`src/rtl/msi_snoop_ctrl.sv`:
```
module msi_snoop_ctrl #(
  parameter int ADDR_W = 8,
  parameter int DATA_W = 8,
  parameter int IDX_W  = 2
) (
  input  logic              clk,
  input  logic              rst_n,
  input  logic              cpu_req,
  input  logic              cpu_we,
  input  logic [ADDR_W-1:0] cpu_addr,
  input  logic [DATA_W-1:0] cpu_wdata,
  output logic              cpu_ready,
  output logic [DATA_W-1:0] cpu_rdata,
  output logic              bus_req,
  output logic [1:0]        bus_cmd,
  output logic [ADDR_W-1:0] bus_addr,
  output logic [DATA_W-1:0] bus_wdata,
  input  logic              bus_gnt,
  input  logic              bus_done,
  input  logic [DATA_W-1:0] bus_rdata,
  input  logic              snp_valid,
  input  logic [1:0]        snp_cmd,
  input  logic [ADDR_W-1:0] snp_addr,
  output logic              sup_abort,
  output logic [DATA_W-1:0] sup_data
);
  localparam int TAG_W = ADDR_W - IDX_W;
  localparam int LINES = 1 << IDX_W;
  localparam logic [1:0] L_INV = 2'd0, L_SHR = 2'd1, L_EXC = 2'd2;
  localparam logic [1:0] C_NONE = 2'b00, C_RDM = 2'b01, C_WRM = 2'b10, C_WB = 2'b11;

  typedef enum logic [1:0] {F_IDLE, F_WB, F_MISS} fsm_t;
  fsm_t fsm_q;

  logic [1:0]        st_q  [LINES];
  logic [TAG_W-1:0]  tag_q [LINES];
  logic [DATA_W-1:0] dat_q [LINES];

  logic [IDX_W-1:0] c_idx, s_idx;
  logic [TAG_W-1:0] c_tag, s_tag;
  assign c_idx = cpu_addr[IDX_W-1:0];
  assign c_tag = cpu_addr[ADDR_W-1:IDX_W];
  assign s_idx = snp_addr[IDX_W-1:0];
  assign s_tag = snp_addr[ADDR_W-1:IDX_W];

  logic c_match, hit, clash, go, victim_dirty, wb_live, xfer_done, snp_hit;
  assign c_match      = tag_q[c_idx] == c_tag;
  assign hit          = c_match && (cpu_we ? st_q[c_idx] == L_EXC : st_q[c_idx] != L_INV);
  assign clash        = snp_valid && s_idx == c_idx;
  assign go           = fsm_q == F_IDLE && cpu_req && !clash;
  assign victim_dirty = st_q[c_idx] == L_EXC && !c_match;
  assign wb_live      = fsm_q == F_WB && victim_dirty;
  assign xfer_done    = bus_gnt && bus_done;
  assign snp_hit      = snp_valid && st_q[s_idx] != L_INV && tag_q[s_idx] == s_tag;

  assign sup_abort = snp_hit && st_q[s_idx] == L_EXC;
  assign sup_data  = dat_q[s_idx];

  assign cpu_ready = (go && hit) || (fsm_q == F_MISS && xfer_done);
  assign cpu_rdata = (fsm_q == F_MISS) ? (cpu_we ? cpu_wdata : bus_rdata) : dat_q[c_idx];

  assign bus_req   = wb_live || fsm_q == F_MISS;
  assign bus_cmd   = wb_live ? C_WB : (fsm_q == F_MISS) ? (cpu_we ? C_WRM : C_RDM) : C_NONE;
  assign bus_addr  = wb_live ? {tag_q[c_idx], c_idx} : cpu_addr;
  assign bus_wdata = dat_q[c_idx];

  always_ff @(posedge clk) begin
    if (!rst_n) begin
      fsm_q <= F_IDLE;
    end else begin
      case (fsm_q)
        F_IDLE: if (go && !hit) fsm_q <= victim_dirty ? F_WB : F_MISS;
        F_WB:   if (!wb_live || xfer_done) fsm_q <= F_MISS;
        F_MISS: if (xfer_done) fsm_q <= F_IDLE;
        default: fsm_q <= F_IDLE;
      endcase
    end
  end

  always_ff @(posedge clk) begin
    if (!rst_n) begin
      for (int i = 0; i < LINES; i++) st_q[i] <= L_INV;
    end else begin
      if (wb_live && xfer_done) st_q[c_idx] <= L_INV;
      if (fsm_q == F_MISS && xfer_done) st_q[c_idx] <= cpu_we ? L_EXC : L_SHR;
      if (snp_hit) begin
        if (snp_cmd == C_WRM) st_q[s_idx] <= L_INV;
        else if (snp_cmd == C_RDM && st_q[s_idx] == L_EXC) st_q[s_idx] <= L_SHR;
      end
    end
  end

  always_ff @(posedge clk) begin
    if (go && hit && cpu_we) dat_q[c_idx] <= cpu_wdata;
    if (fsm_q == F_MISS && xfer_done) begin
      tag_q[c_idx] <= c_tag;
      dat_q[c_idx] <= cpu_we ? cpu_wdata : bus_rdata;
    end
  end


  rd_done_valid_chk: assert property (@(posedge clk) disable iff (!rst_n)
    (cpu_ready && !cpu_we) |=> st_q[$past(c_idx)] != L_INV);

  wr_done_excl_chk: assert property (@(posedge clk) disable iff (!rst_n)
    (cpu_ready && cpu_we) |=> st_q[$past(c_idx)] == L_EXC);

  wb_victim_addr_chk: assert property (@(posedge clk) disable iff (!rst_n)
    (bus_req && bus_cmd == C_WB) |-> bus_addr != cpu_addr);

  snp_rd_share_chk: assert property (@(posedge clk) disable iff (!rst_n)
    (sup_abort && snp_cmd == C_RDM) |=> st_q[$past(s_idx)] == L_SHR);

  snp_wr_inval_chk: assert property (@(posedge clk) disable iff (!rst_n)
    (snp_hit && snp_cmd == C_WRM) |=> st_q[$past(s_idx)] == L_INV);

  miss_hold_chk: assert property (@(posedge clk) disable iff (!rst_n)
    (fsm_q == F_MISS && !xfer_done) |=> bus_req && $stable(bus_cmd) && $stable(bus_addr));
endmodule

```
`config.mk`:
```
export PLATFORM = sky130hd
export DESIGN_NAME = msi_snoop_ctrl
export DESIGN_NICKNAME = d
export VERILOG_FILES = /design/src/rtl/msi_snoop_ctrl.sv
export SDC_FILE = /design/constraint.sdc
export NUM_CORES = 1
export LEC_CHECK = 0
export BUFFER_PORTS_ARGS = -buffer_cell sky130_fd_sc_hd__buf_2
export CORE_MARGIN = 2
export CORE_UTILIZATION = 50
export DETAILED_ROUTE_END_ITERATION = 7
export GPL_TIMING_DRIVEN = 0
export PLACE_DENSITY = 0.7
export SLEW_MARGIN = 40
export SYNTH_ARGS = -nofsm -noshare
export SYNTH_HDL_FRONTEND = slang
export SYNTH_SLANG_ARGS = --single-unit
```
`constraint.sdc`:
```
create_clock -name clk -period 8.8 [get_ports clk]
set_input_delay 1.32 -clock clk [delete_from_list [all_inputs] [get_ports clk]]
set_output_delay 1.32 -clock clk [all_outputs]
set_load 0.02 [all_outputs]
```
Word level (Yosys, flattened, before mapping)
Memories as Yosys holds them, arrays and structs flattened.
Cells that the tools add are included.
Operators by class
  muxes and demuxes: 40
  bitwise gates (word level): 3
  reduce and logical (&&, ||, !) cells: 29
  eq/ne operators: 12
Operator list (number)
  $mux 8: 4
  $mux 2: 13
  $mux 1: 22
  $logic_and 1x1->1: 16
  $eq 6x6->1: 2
  $eq 2x2->1 const B: 4
  $pmux 2 s3: 1
  $eq 2x1->1 const B: 2
  $logic_not 1->1: 4
  $ne 2x1->1 const B: 2
  $reduce_bool 2->1: 2
  $reduce_or 2->1: 2
  $logic_or 1x1->1: 3
  $or 1x1->1: 3
  $reduce_and 3->1: 1
  $eq 2x2->1: 1
  $logic_not 2->1: 1
  $ne 2x2->1 const B: 1
Word-level totals
  bits in writable memories: 64
  flip-flop bits (word level): 2
  word-level logic and storage cells: 88
  output and inout bits: 37
  memories kept: 3
Memory list
  dat_q: words 4, bits a word 8, rd ports 2, clocked after Yosys merged registers in 0, wr ports 1, RTL line 37  | logic [DATA_W-1:0] dat_q [LINES];
  tag_q: words 4, bits a word 6, rd ports 2, clocked after Yosys merged registers in 0, wr ports 1, RTL line 36  | logic [TAG_W-1:0] tag_q [LINES];
  st_q: words 4, bits a word 2, rd ports 2, clocked after Yosys merged registers in 0, wr ports 4, RTL line 35  | logic [1:0] st_q [LINES];

Depth between registers and ports, before layout
An unclocked memory read counts as a cell.
  depth in word-level cells: 12
  depth in mapped cells: 8
  mapped depth without buffers: 6

Worst setup path after synthesis
No wires, ideal clock.
  path kind: in2out
  start: in snp_addr[1]
  end: out sup_abort
  path buffers: 2
  arrival time: 3.164 ns
  setup slack: 4.316 ns
  stages on the path: 7
  cells stage by stage: buf_2 buf_2 mux4_2 xor2_1 nor3_2 nand4_2 nor3b_1
On the way
  word-level cells in the longest chain between the ends: 5
Ends and longest elaborated chain
  start, declared: RTL line 23  | input logic [ADDR_W-1:0] snp_addr,
  branches (longest 4 deep; another with $mem_v2 4x6)
  $logic_and 1x1->1 *: RTL line 56  | assign sup_abort = snp_hit && st_q[s_idx] == L_EXC;
  end, declared: RTL line 24  | output logic sup_abort,
Mark *: on every way between the ends.

Worst setup path after layout
  start: in cpu_addr[0]
  end: out bus_addr[5]
On the way
  word-level cells in the longest chain between the ends: 6
Ends and longest elaborated chain
  start, declared: RTL line 10  | input logic [ADDR_W-1:0] cpu_addr,
  $mem_v2 4x6
  $eq 6x6->1: RTL line 47  | assign c_match = tag_q[c_idx] == c_tag;
  $logic_not 1->1: RTL line 51  | assign victim_dirty = st_q[c_idx] == L_EXC && !c_match;
  $logic_and 1x1->1: RTL line 51
  $logic_and 1x1->1: RTL line 52  | assign wb_live = fsm_q == F_WB && victim_dirty;
  $mux 8 *: RTL line 64  | assign bus_addr = wb_live ? {tag_q[c_idx], c_idx} : cpu_addr;
  end, declared: RTL line 16  | output logic [ADDR_W-1:0] bus_addr,
Every way passes the cells marked *; elsewhere a longest branch is shown, timed or not.

==> flow_summary.yaml <==
run_status:
  outcome: "complete, no violations"
grt:
  grt_pass1_vias: 2898
  track_usage_pct: 24.0
  overflow: 0
  grt_pass1_wl_mm: 15.1
  grt_max_degree: 12
  antenna_found_initial: 0
route:
  viasPerCell: 6.05
  drt_iter0_markers: 242
  firstDrtPassIters: 5
  ant_nets: 0
  wl_per_cell_um: 20.3
  drc: 0
  vias: 2819
  wl_mm: 9.45
worst_setup_path:
  rrSetupSlack_ns: 5.91
  critPathLaunchType: "input port"
  critPathArrivalTime_ns: 3.41
  required_ns: 7.48
  cp-end-kind: "output port"
  crit_fanout: 10
  criticalPathCategory: "input port to output port"
sta:
  worst_pin_slew_ns: 0.809
  timing.fmax_mhz: 212
  final.setup_skew_ns: 0.00908
  period_share_pct: 53.7
  fin_setup_tns_ns: 0
  slew_headroom_pct: 45.8
  setup_viol_count_final: 0
  final.min_clock_period_ns: 4.73
  rsz0062_at_grt: "no"
  finalHoldViolCount: 0
  slew_violations: 0
clock_network:
  post_cts_buffers: 0
  post_cts_resize_count: 0
  htree_levels: 3
  hold_buffers: 0
  cts_tree: "yes"
  clk_pin_slew_ns: 0.07
  cts_made_buffers: 9
  clk_path_buf_depth: 2
  clkLatencyLatePin_ns: 0.34
  clock_sinks: 66
  clock-root-buffer: "clkbuf_8"
logic_synthesis:
  ys_seq_area_share_pct: 50.0
  synthArstFlopShare_pct: 0
  synth_ff_type: "edfxtp_1"
  synth_seq_cells: 66
  synthCells: 279
  syn_nets: 320
  ys_types: 46
  avgSynthCellArea_um2: 13.8
  mappedNetlistArea_um2: 3840
  ys.warnings.count: 0
  synth_edf_count: 60
die:
  num_io_pins: 78
  rows: 31
  core_um2: 7330
  start_util_pct: 52.4
  die_area_um2: 8410
  die_y_um: 91.7
  die_w_um: 91.7
final_layout:
  antenna_cells: 0
  drive_above_1_share_pct: 40.9
  final_nets: 403
  fillers: 579
  fin_area_um2: 4510
  syn_to_final_growth_pct: 17.3
power:
  powerDensity_nw_per_um2: 153
  ir_drop_v: 0.000106
  total_power_uw: 688
  power_leakage_nw: 1.64
placed_design:
  hpwlAfterDp_mm: 6.88
  gp_congestion: 0.852
  place_area_um2: 4340
  portBuffers: 72
run:
  drv_cap: 0
worst_hold_path:
  hold_path.class: "flip-flop to flip-flop"
-- layout make-up --
class                      count  area, um2  area share, %
buffer                        22        118           2.61
clock inverter                 6       33.8          0.749
tap                           99        124           2.75
clock buffer                  10        128           2.83
inverter                       3       11.3          0.250
timing repair buffer          72        360           7.99
multi-input combinational    188       1810           40.2
sequential                    66       1920           42.6
-- where the power goes --
group | switching [mW] | internal [mW] | total [mW]
combinational | 0.0734 | 0.0495 | 0.123
clock | 0.116 | 0.0998 | 0.216
sequential | 0.00280 | 0.346 | 0.349
-- cells by family (layout without fill, tap and decap cells) --
group                  after synthesis  count (layout)  share of synthesized area [%]
AO/OA/AOI/OAI                       40              40                           7.16
XOR/XNOR                            14              14                           3.19
buffers and inverters               25             113                           3.29
multiplexers                        59              59                           25.6
AND/OR/NAND/NOR                     75              75                           10.8
flip-flops                          66              66                           50.0
-- flip-flops by register name, summed over array words and instances (netlist names) --
| register | cells |
|---|---|
| st_q | 8 |
| tag_q | 24 |
| dat_q | 32 |
| fsm_q | 2 |
-- metrics by stage --
| stage | hold slack (ns) | utilization [%] | instances | setup slack (ns) |
|---|---|---|---|---|
| after detailed placement | 0.516 | 59.2 | 450 | 4.06 |
| after floorplan | 0.466 | - | 279 | 4.32 |
| after global placement | 0.485 | 59.1 | 450 | 4.06 |
| final | 0.535 | 61.5 | 466 | 4.07 |
| after CTS | 0.526 | 61.4 | 466 | 4.04 |
| after global routing | 0.555 | 61.5 | 466 | 3.92 |
-- per-layer routing --
layer  vias to the layer above  GRT usage [%]  wire length [um]
li1                       1266              -                 -
met1                      1390           31.9              3770
met2                       153           39.1              4750
met3                        10           4.93               796
met4                         0           9.45               130
met5                         -              0                 0
-- path summary, 6_finish.rpt --
check              start          end  depth (start not counted)
max          cpu_addr[0]  bus_addr[5]                          8
max reg2reg  tag_q[2][5]  dat_q[0][6]                          6
min           st_q[3][1]   st_q[3][1]                          2
min reg2reg   st_q[3][1]   st_q[3][1]                          2
-- cell usage after synthesis, drive strengths merged (2+ instances only) --
library cell  count  area, um2
edfxtp           60       1800
nand3             7       35.0
mux2             15        169
xor2              3       26.3
a211oi            2       15.0
nand4             2       18.8
nor3             10       70.1
clkbuf            8       30.0
a21oi             6       30.0
inv               3       11.3
nor2             14       52.6
nor3b             2       15.0
nand3b            2       15.0
nand2            19       78.8
or3               4       25.0
a2111oi           2       18.8
nand2b            6       37.5
o21a              3       22.5
xnor2            11       96.3
mux2i            14        140
a31oi             2       12.5
a311o             3       30.0
nor2b             4       25.0
and2              2       12.5
o21ai            16       80.1
buf              14       85.1
mux4             30        676
dfxtp             6        120
-- critical path, cell delays in order --
cell	delay (ns)
buf_6	0.15
mux4_2	0.56
xnor2_1	0.16
nand4_1	0.20
o21ai_1	0.25
buf_4	0.25
mux2_1	0.35
buf_2	0.16
-- cell usage in the layout, fill, tap and decap left out, drive strengths merged, types with 10 or more instances in the layout --
cell type	n
buf	85
clkbuf	19
edfxtp	60
mux2	15
mux2i	14
mux4	30
nand2	19
nor2	14
nor3	10
o21ai	16
xnor2	11
(Power assumes the default switching activity.)
